`src/rtl/xcvr_pkg.sv`:
```
package xcvr_pkg;

   // Variant selector for one transfer direction
   typedef enum logic [0:0] {
      LANE_GEN = 1'b0,   // parity generated from stored data
      LANE_CHK = 1'b1    // parity captured and checked
   } lane_kind_e;

   // Odd-parity helper: 1 when the vector has an even number of ones
   function automatic logic even_ones(input logic [63:0] v, input int unsigned w);
      logic acc;
      acc = 1'b1;
      for (int unsigned i = 0; i < w; i++) acc = acc ^ v[i];
      return acc;
   endfunction

endpackage

```
`src/rtl/xcvr_edge.sv`:
```
module xcvr_edge (
   input  logic clk,
   input  logic sig_i,
   output logic rise_o
);

   // Previous sample tracks the input in every cycle, including reset,
   // so a level already present at reset release never looks like an edge.
   logic prev_q;

   always_ff @(posedge clk) begin
      prev_q <= sig_i;
   end

   assign rise_o = sig_i & ~prev_q;

endmodule

```
`src/rtl/xcvr_lane.sv`:
```
module xcvr_lane
   import xcvr_pkg::*;
#(
   parameter int unsigned DATA_W = 8,
   parameter lane_kind_e  KIND   = LANE_GEN
) (
   input  logic              clk,
   input  logic              rst,
   input  logic              stb_i,
   input  logic              ce_n_i,
   input  logic              oe_n_i,
   input  logic [DATA_W-1:0] d_i,
   input  logic              par_i,
   output logic [DATA_W-1:0] q_o,
   output logic              q_oe_o,
   output logic              flag_o,
   output logic              par_o,
   output logic              par_oe_o,
   output logic              err_n_o
);

   localparam int unsigned FULL_W = DATA_W + 1;

   if (DATA_W < 1 || DATA_W > 64) begin : g_bad_width
      $error("xcvr_lane: DATA_W must be between 1 and 64");
   end

   logic stb_rise;
   logic oe_rise;
   logic load;
   logic [DATA_W-1:0] data_q;
   logic flag_q;

   xcvr_edge i_stb_edge (.clk(clk), .sig_i(stb_i),  .rise_o(stb_rise));
   xcvr_edge i_oe_edge  (.clk(clk), .sig_i(oe_n_i), .rise_o(oe_rise));

   assign load = stb_rise & ~ce_n_i;

   always_ff @(posedge clk) begin
      if (rst) begin
         data_q <= '0;
      end else if (load) begin
         data_q <= d_i;
      end
   end

   // Set has priority over clear
   always_ff @(posedge clk) begin
      if (rst) begin
         flag_q <= 1'b0;
      end else if (load) begin
         flag_q <= 1'b1;
      end else if (oe_rise) begin
         flag_q <= 1'b0;
      end
   end

   assign q_o    = data_q;
   assign q_oe_o = ~oe_n_i;
   assign flag_o = flag_q;

   if (KIND == LANE_GEN) begin : g_gen
      logic gen_unused;
      assign gen_unused = par_i;
      assign par_o    = even_ones(64'(data_q), DATA_W);
      assign par_oe_o = ~oe_n_i;
      assign err_n_o  = 1'b1;
   end else begin : g_chk
      logic par_q;
      logic [FULL_W-1:0] word;
      always_ff @(posedge clk) begin
         if (rst) begin
            par_q <= 1'b0;
         end else if (load) begin
            par_q <= par_i;
         end
      end
      assign word     = {par_q, data_q};
      assign par_o    = 1'b0;
      assign par_oe_o = 1'b0;
      assign err_n_o  = oe_n_i | ~even_ones(64'(word), FULL_W);
   end


   load_capture_chk: assert property (@(posedge clk) disable iff (rst)
      (stb_i && !$past(stb_i) && !ce_n_i) |=> (q_o == $past(d_i)));


   no_load_hold_chk: assert property (@(posedge clk) disable iff (rst)
      (!stb_i || $past(stb_i) || ce_n_i) |=> $stable(q_o));


   flag_set_chk: assert property (@(posedge clk) disable iff (rst)
      (stb_i && !$past(stb_i) && !ce_n_i) |=> flag_o);


   flag_clear_chk: assert property (@(posedge clk) disable iff (rst)
      (oe_n_i && !$past(oe_n_i) && !(stb_i && !$past(stb_i) && !ce_n_i)) |=> !flag_o);


   flag_hold_chk: assert property (@(posedge clk) disable iff (rst)
      (!(oe_n_i && !$past(oe_n_i)) && !(stb_i && !$past(stb_i) && !ce_n_i)) |=> $stable(flag_o));

endmodule

```
`src/rtl/dual_reg_xcvr.sv`:
```
module dual_reg_xcvr
   import xcvr_pkg::*;
#(
   parameter int unsigned DATA_W = 8
) (
   input  logic              clk,
   input  logic              rst,
   input  logic [DATA_W-1:0] a_in,
   output logic [DATA_W-1:0] a_out,
   output logic              a_drive,
   input  logic [DATA_W-1:0] b_in,
   output logic [DATA_W-1:0] b_out,
   output logic              b_drive,
   input  logic              pbit_in,
   output logic              pbit_out,
   output logic              pbit_drive,
   input  logic              r_strobe,
   input  logic              r_load_n,
   input  logic              s_strobe,
   input  logic              s_load_n,
   input  logic              b_out_n,
   input  logic              a_out_n,
   output logic              r_full,
   output logic              s_full,
   output logic              perr_n
);

   logic r_par_oe;
   logic r_err_n;
   logic s_par;
   logic s_par_oe;

   // Forward direction: side A into register, out on side B with parity
   xcvr_lane #(.DATA_W(DATA_W), .KIND(LANE_GEN)) i_fwd (
      .clk(clk), .rst(rst),
      .stb_i(r_strobe), .ce_n_i(r_load_n), .oe_n_i(b_out_n),
      .d_i(a_in), .par_i(1'b0),
      .q_o(b_out), .q_oe_o(b_drive), .flag_o(r_full),
      .par_o(pbit_out), .par_oe_o(r_par_oe), .err_n_o(r_err_n)
   );

   // Return direction: side B plus parity in, out on side A with check
   xcvr_lane #(.DATA_W(DATA_W), .KIND(LANE_CHK)) i_ret (
      .clk(clk), .rst(rst),
      .stb_i(s_strobe), .ce_n_i(s_load_n), .oe_n_i(a_out_n),
      .d_i(b_in), .par_i(pbit_in),
      .q_o(a_out), .q_oe_o(a_drive), .flag_o(s_full),
      .par_o(s_par), .par_oe_o(s_par_oe), .err_n_o(perr_n)
   );

   assign pbit_drive = r_par_oe;

   logic top_unused;
   assign top_unused = r_err_n ^ s_par ^ s_par_oe;


   pbit_drive_match_chk: assert property (@(posedge clk) disable iff (rst)
      pbit_drive == b_drive);

endmodule

```
`config.mk`:
```
export PLATFORM = sky130hd
export DESIGN_NAME = dual_reg_xcvr
export DESIGN_NICKNAME = d
export VERILOG_FILES = /design/src/rtl/xcvr_pkg.sv /design/src/rtl/xcvr_edge.sv /design/src/rtl/xcvr_lane.sv /design/src/rtl/dual_reg_xcvr.sv
export SDC_FILE = /design/constraint.sdc
export NUM_CORES = 1
export LEC_CHECK = 0
export BUFFER_PORTS_ARGS = -buffer_cell sky130_fd_sc_hd__buf_2
export CORE_UTILIZATION = 30
export CTS_CLUSTER_SIZE = 20
export DETAILED_ROUTE_END_ITERATION = 6
export GPL_TIMING_DRIVEN = 0
export PLACE_DENSITY_LB_ADDON = 0.25
export SETUP_SLACK_MARGIN = 0.5
export SLEW_MARGIN = 10
export SYNTH_ARGS = -nofsm -noshare
export SYNTH_HDL_FRONTEND = slang
export SYNTH_SLANG_ARGS = --single-unit
```
`constraint.sdc`:
```
create_clock -name clk -period 2.8 [get_ports clk]
set_input_delay 0.56 -clock clk [delete_from_list [all_inputs] [get_ports clk]]
set_output_delay 0.56 -clock clk [all_outputs]
set_load 0.02 [all_outputs]
```
# ---- After elaboration in Yosys (flattened, before gate mapping)
# Cells that the tools add are included.
dict set report word_totals {
  reg_bits 23
  latch_bits 0
  ram_bits 0
  rom_bits 0
  in_bits 25
  out_inout_bits 23
  wordCells 48
  mem_count 0
}
dict set report op_classes {
  add_sub_neg 0
  multipliers 0
  div_mod_pow 0
  magnitude_cmp 0
  n_eq_ne 0
  n_shift 0
  n_mux 4
  bitwise 33
  n_reduce_logical 2
}
# operator n
set op_table {}
lappend op_table {{1-bit bitwise XOR} 15}
lappend op_table {{1-bit NOT} 11}
lappend op_table {{1-bit AND} 6}
lappend op_table {{1-bit two-way mux} 4}
lappend op_table {{2-bit nonzero test} 2}
lappend op_table {{1-bit OR} 1}

# ---- Longest topological paths before layout
dict set report logic_depth {
  ltp_word 11
  depth_mapped 4
  ltp_nobuf 3
}

# ---- Hierarchy
# From an unflattened synthesis, not the netlist that was laid out.
dict set report hier_totals {
  cells_unflattened 116
  area_unflattened_um2 1002.2
}
# mod n_inst cells_each area_per_inst_um2 seq_area_each_um2
set modules_own_cells {}
lappend modules_own_cells {{xcvr_lane at i_ret} 1 56 461.7 200.2}
lappend modules_own_cells {{xcvr_lane at i_fwd} 1 51 401.6 180.2}
lappend modules_own_cells {xcvr_edge 4 2 33.8 20.0}
lappend modules_own_cells {dual_reg_xcvr 1 1 3.8 0.0}

# ---- Worst setup path before layout
# No wires, ideal clock.
dict set report synth_path {
  path_type {register to output}
  start {register i_ret.data_q[1], in the netlist i_ret.q_o[1]}
  end {output perr_n}
  arrival_time_ps 1406
  required_time_ps 2240
  slack_ps 834
  path_stages_with_launch 4
  n_path_buf 0
  path_cell_list {dfxtp_1 -> xor2_1 -> xnor3_1 -> mux2i_1}
}
dict set report synth_via {
  elab_chain_len 10
}
# item line_no
set synth_lines {}
lappend synth_lines {{start, declared} xcvr_lane.sv:31} ;# logic [DATA_W-1:0] data_q;
lappend synth_lines {{start signal, assigned} xcvr_lane.sv:43} ;# data_q <= d_i;
lappend synth_lines {{1-bit bitwise XOR (8 in series)} xcvr_pkg.sv:13} ;# for (int unsigned i = 0; i < w; i++) acc = acc ^ v[i];
lappend synth_lines {{1-bit NOT} xcvr_lane.sv:81} ;# assign err_n_o = oe_n_i | ~even_ones(64'(word), FULL_W);
lappend synth_lines {{1-bit OR} xcvr_lane.sv:81}
lappend synth_lines {{end, declared} dual_reg_xcvr.sv:25} ;# output logic perr_n
# No other way between the ends.

# ---- Worst setup path after layout
dict set report layout_path {
  start {register i_ret.data_q[3], in the netlist i_ret.q_o[3]}
  end {output perr_n}
}
dict set report layout_via {
  elab_chain_len 8
}
# item line_no
set layout_lines {}
lappend layout_lines {{1-bit bitwise XOR (6 in series)} xcvr_pkg.sv:13}
lappend layout_lines {{1-bit NOT} xcvr_lane.sv:81}
lappend layout_lines {{1-bit OR} xcvr_lane.sv:81}
# No other way between the ends.

==> results.cfg <==
[floorplan]
die-area_um2 = 3308
initial_core_util_pct = 32.68
coreArea_um2 = 2829
die_width_um = 57.52
ios = 48
placement_rows = 19
die_height_um = 57.52

[clocking]
cts-root-to-sink-buffers = 2
cts_setup_buffers = 0
clock_tree_from_tritoncts = done
ctsHtreeMaxLevel = 1
clock-sinks = 23
cts_made_buffers = 3
clock_pin_slew_on_the_worst_setup_and_hold_paths_ns = 0.12
worstSkewPairLatency_ns = 0.30
cts-root-buf = sky130_fd_sc_hd__clkbuf_4

[power]
vdd_drop_max_v = 0.0002292
power_leakage_nw = 0.5837
p_per_area_nw_per_um2 = 493.8
power_mw = 0.6061

[yosys]
synth.net_count = 112
sequential_area_share_after_synthesis_pct = 49.80
syn-cell-area_um2 = 924.6
ys_seq_elements = 23
synthDistinctLibCells = 14
synth_area_per_cell_um2 = 10.63
count_of_synthesis_stage_warnings_from_yosys = 0
syn-instance-count = 87

[placement]
place_congestion = 0.6797
detailedPlace.worstSlack_ns = 0.9434
detailedPlacementHpwl_um = 1420
instance_area_at_placement_um2 = 1194
port-buffer-count = 46

[layout]
post_route_cells_drive_above_1_share_pct = 38.69
design.final.nets = 163
postLayoutCellArea_um2 = 1227
layout-area-overhead-vs-synth_pct = 32.75
antenna_cells_inserted = 0

[route]
detailroute.via_count = 742
drt-total-wl_um = 1744
dr.pass1.iters = 6
drt_first_iter_violations = 19
route.antenna.remaining_nets = 0
detail_route.drc_violations = 2
viasPerCell = 4.417
post_drt_wl_per_cell_um = 10.38

[critical_path]
r2r_path_end = i_ret.q_o[7]$_SDFFE_PP0P_
cell_count_of_the_worst_reg_to_reg_path = 4
crit_path_end_kind = output pin
critical-path-top-delay-family = XOR/XNOR gates
required_ns = 2.24
timing.critical_path.buf_inv = 1
cpMaxStageDelayCell = sky130_fd_sc_hd__xnor3_1
worstSetupStartpointType = register
crit_fanout = 3
slowest_delay_ns = 0.44
reg2reg_setup_slack_ns = 1.60
critPathArrivalTime_ns = 1.62
cp_cell_sequence = xnor2_2 > xnor3_1 > mux2i_1 > buf_2
launch_point_of_the_worst_reg_to_reg_path = i_ret.i_stb_edge.prev_q$_DFF_P_
worstSetupPathType = reg -> out

[sta]
timing.final.crit_share_pct = 77.78
unrepaired_setup_endpoints_after_global_routing = false
period_minus_slack_ns = 2.178
slew-limit-headroom_pct = 70.30
fin_hold_ws_ns = 0.3643
final.setup_skew_ns = 0.006158
timing.final.ws_setup_ns = 0.6223
finalHoldViolCount = 0
fmaxAchievable_mhz = 459.2
worstMarginPinSlew_ns = 0.4455
timing.setup.tns_ns = 0
slew_viol_final = 0
setup_violations = 0

[status]
violated_checks = DRC
run_status = finished, violations left

[global_route]
global_route_wire_length_before_repair_um = 2904
pin_count_of_the_biggest_net_entering_global_routing = 13
vias_in_the_first_global_route = 730
global_route.usage.total_pct = 11.28
antenna_found_initial = 0
grt_overflow_total = 0

[worst_hold_path]
holdCritPathClass = in -> reg
min-delay-start = s_strobe
hold_path_end = i_ret.i_stb_edge.prev_q$_DFF_P_
hold_path_depth = 1

[flow_run]
drv.max_cap_violation_count = 0
==> where the power goes <==
| group | total, mW | switching (mW) | leakage, nW | internal, mW |
|---|---|---|---|---|
| combinational | 0.113 | 0.0581 | 0.380 | 0.0548 |
| clock | 0.145 | 0.0895 | 0.0150 | 0.0554 |
| sequential | 0.348 | 0.00839 | 0.188 | 0.340 |
| total | 0.606 | 0.156 | 0.584 | 0.450 |
==> cell usage after synthesis <==
cell                       number  share of area (%)
sky130_fd_sc_hd__nand2b_1       2                1.4
sky130_fd_sc_hd__and2_1         1               0.68
sky130_fd_sc_hd__xor2_1         1               0.95
sky130_fd_sc_hd__xnor3_1        2                4.9
sky130_fd_sc_hd__mux2i_1       18                 19
sky130_fd_sc_hd__nor3b_1        2                1.6
sky130_fd_sc_hd__clkbuf_1       2               0.81
sky130_fd_sc_hd__dfxtp_1       23                 50
sky130_fd_sc_hd__nor2_1        20                8.1
sky130_fd_sc_hd__xnor2_1        9                8.5
sky130_fd_sc_hd__a21oi_1        2                1.1
sky130_fd_sc_hd__buf_2          2                1.1
sky130_fd_sc_hd__buf_4          1               0.81
sky130_fd_sc_hd__inv_1          2               0.81
==> stage by stage <==
step                instances  util (%)
floorplan                  87         -
global placement          164     42.19
detailed placement        164     42.19
CTS                       168     43.12
global route              168     43.39
finish                    168     43.39
==> layout make-up <==
class,count,area (um^2)
timing repair buffer,46,230.2
clock buffer,4,26.28
fill,293,1602
buffer,5,25.02
multi-input combinational,57,439.2
sequential,23,460.4
inverter,2,7.507
tap,31,38.79
==> layer usage <==
metal,routed length (um),vias up,GRT usage (%)
met5,0,-,0
met4,16,0,5.226
met3,91,2,2.041
met2,890,19,20.43
met1,745,340,12.71
li1,-,381,-
==> worst max path at each step <==
stage	startpoint	end	slack [ns]	cells past startpoint
2_1_floorplan	i_ret.q_o[1]$_SDFFE_PP0P_	perr_n	0.83	3
3_3_place_gp	i_ret.q_o[2]$_SDFFE_PP0P_	perr_n	0.94	4
3_5_place_dp	i_ret.q_o[1]$_SDFFE_PP0P_	perr_n	0.94	4
4_1_cts	i_ret.q_o[1]$_SDFFE_PP0P_	perr_n	0.58	4
5_1_grt	i_ret.q_o[3]$_SDFFE_PP0P_	perr_n	0.53	4
6_report	i_ret.q_o[3]$_SDFFE_PP0P_	perr_n	0.62	4
==> placed cells by master, fill, tap and decap left out, drive strengths merged <==
cell type   n
a21oi       2
and2        1
buf        49
clkbuf      6
dfxtp      23
inv         2
mux2i      18
nand2b      2
nor2       20
nor3b       2
xnor2       9
xnor3       2
xor2        1
==> flip-flops by register name, summed over array words and instances, names as in the netlist <==
| signal | cells |
|---|---|
| i_ret.g_chk.par_q | 1 |
| i_ret.i_stb_edge.prev_q | 1 |
| i_fwd.i_stb_edge.prev_q | 1 |
| i_ret.i_oe_edge.prev_q | 1 |
| i_fwd.q_o | 8 |
| i_fwd.i_oe_edge.prev_q | 1 |
| i_ret.flag_o | 1 |
| i_ret.q_o | 8 |
| i_fwd.flag_o | 1 |
==> worst register-to-register path, stage by stage, from the launching register on <==
cell and delay [ns]:
sky130_fd_sc_hd__dfxtp_1 0.32, sky130_fd_sc_hd__nor3b_1 0.17, sky130_fd_sc_hd__buf_2 0.31, sky130_fd_sc_hd__mux2i_1 0.23, sky130_fd_sc_hd__nor2_1 0.05
==> cell families (layout without fill, tap and decap cells) <==
family	after synthesis	count (layout)	share of synthesized area [%]
flops	23	23	49.80
buf+inv	7	57	3.519
compound gates	2	2	1.083
simple gates	25	25	11.77
xor+xnor	12	12	14.34
mux	18	18	19.49
==> timing repair <==
item | CTS | global route
hold buffers | 0 | 0
setup endpoints to repair | 0 | 1
gates resized for setup | 0 | 1
No activity file was read; power rests on OpenSTA's default activity.
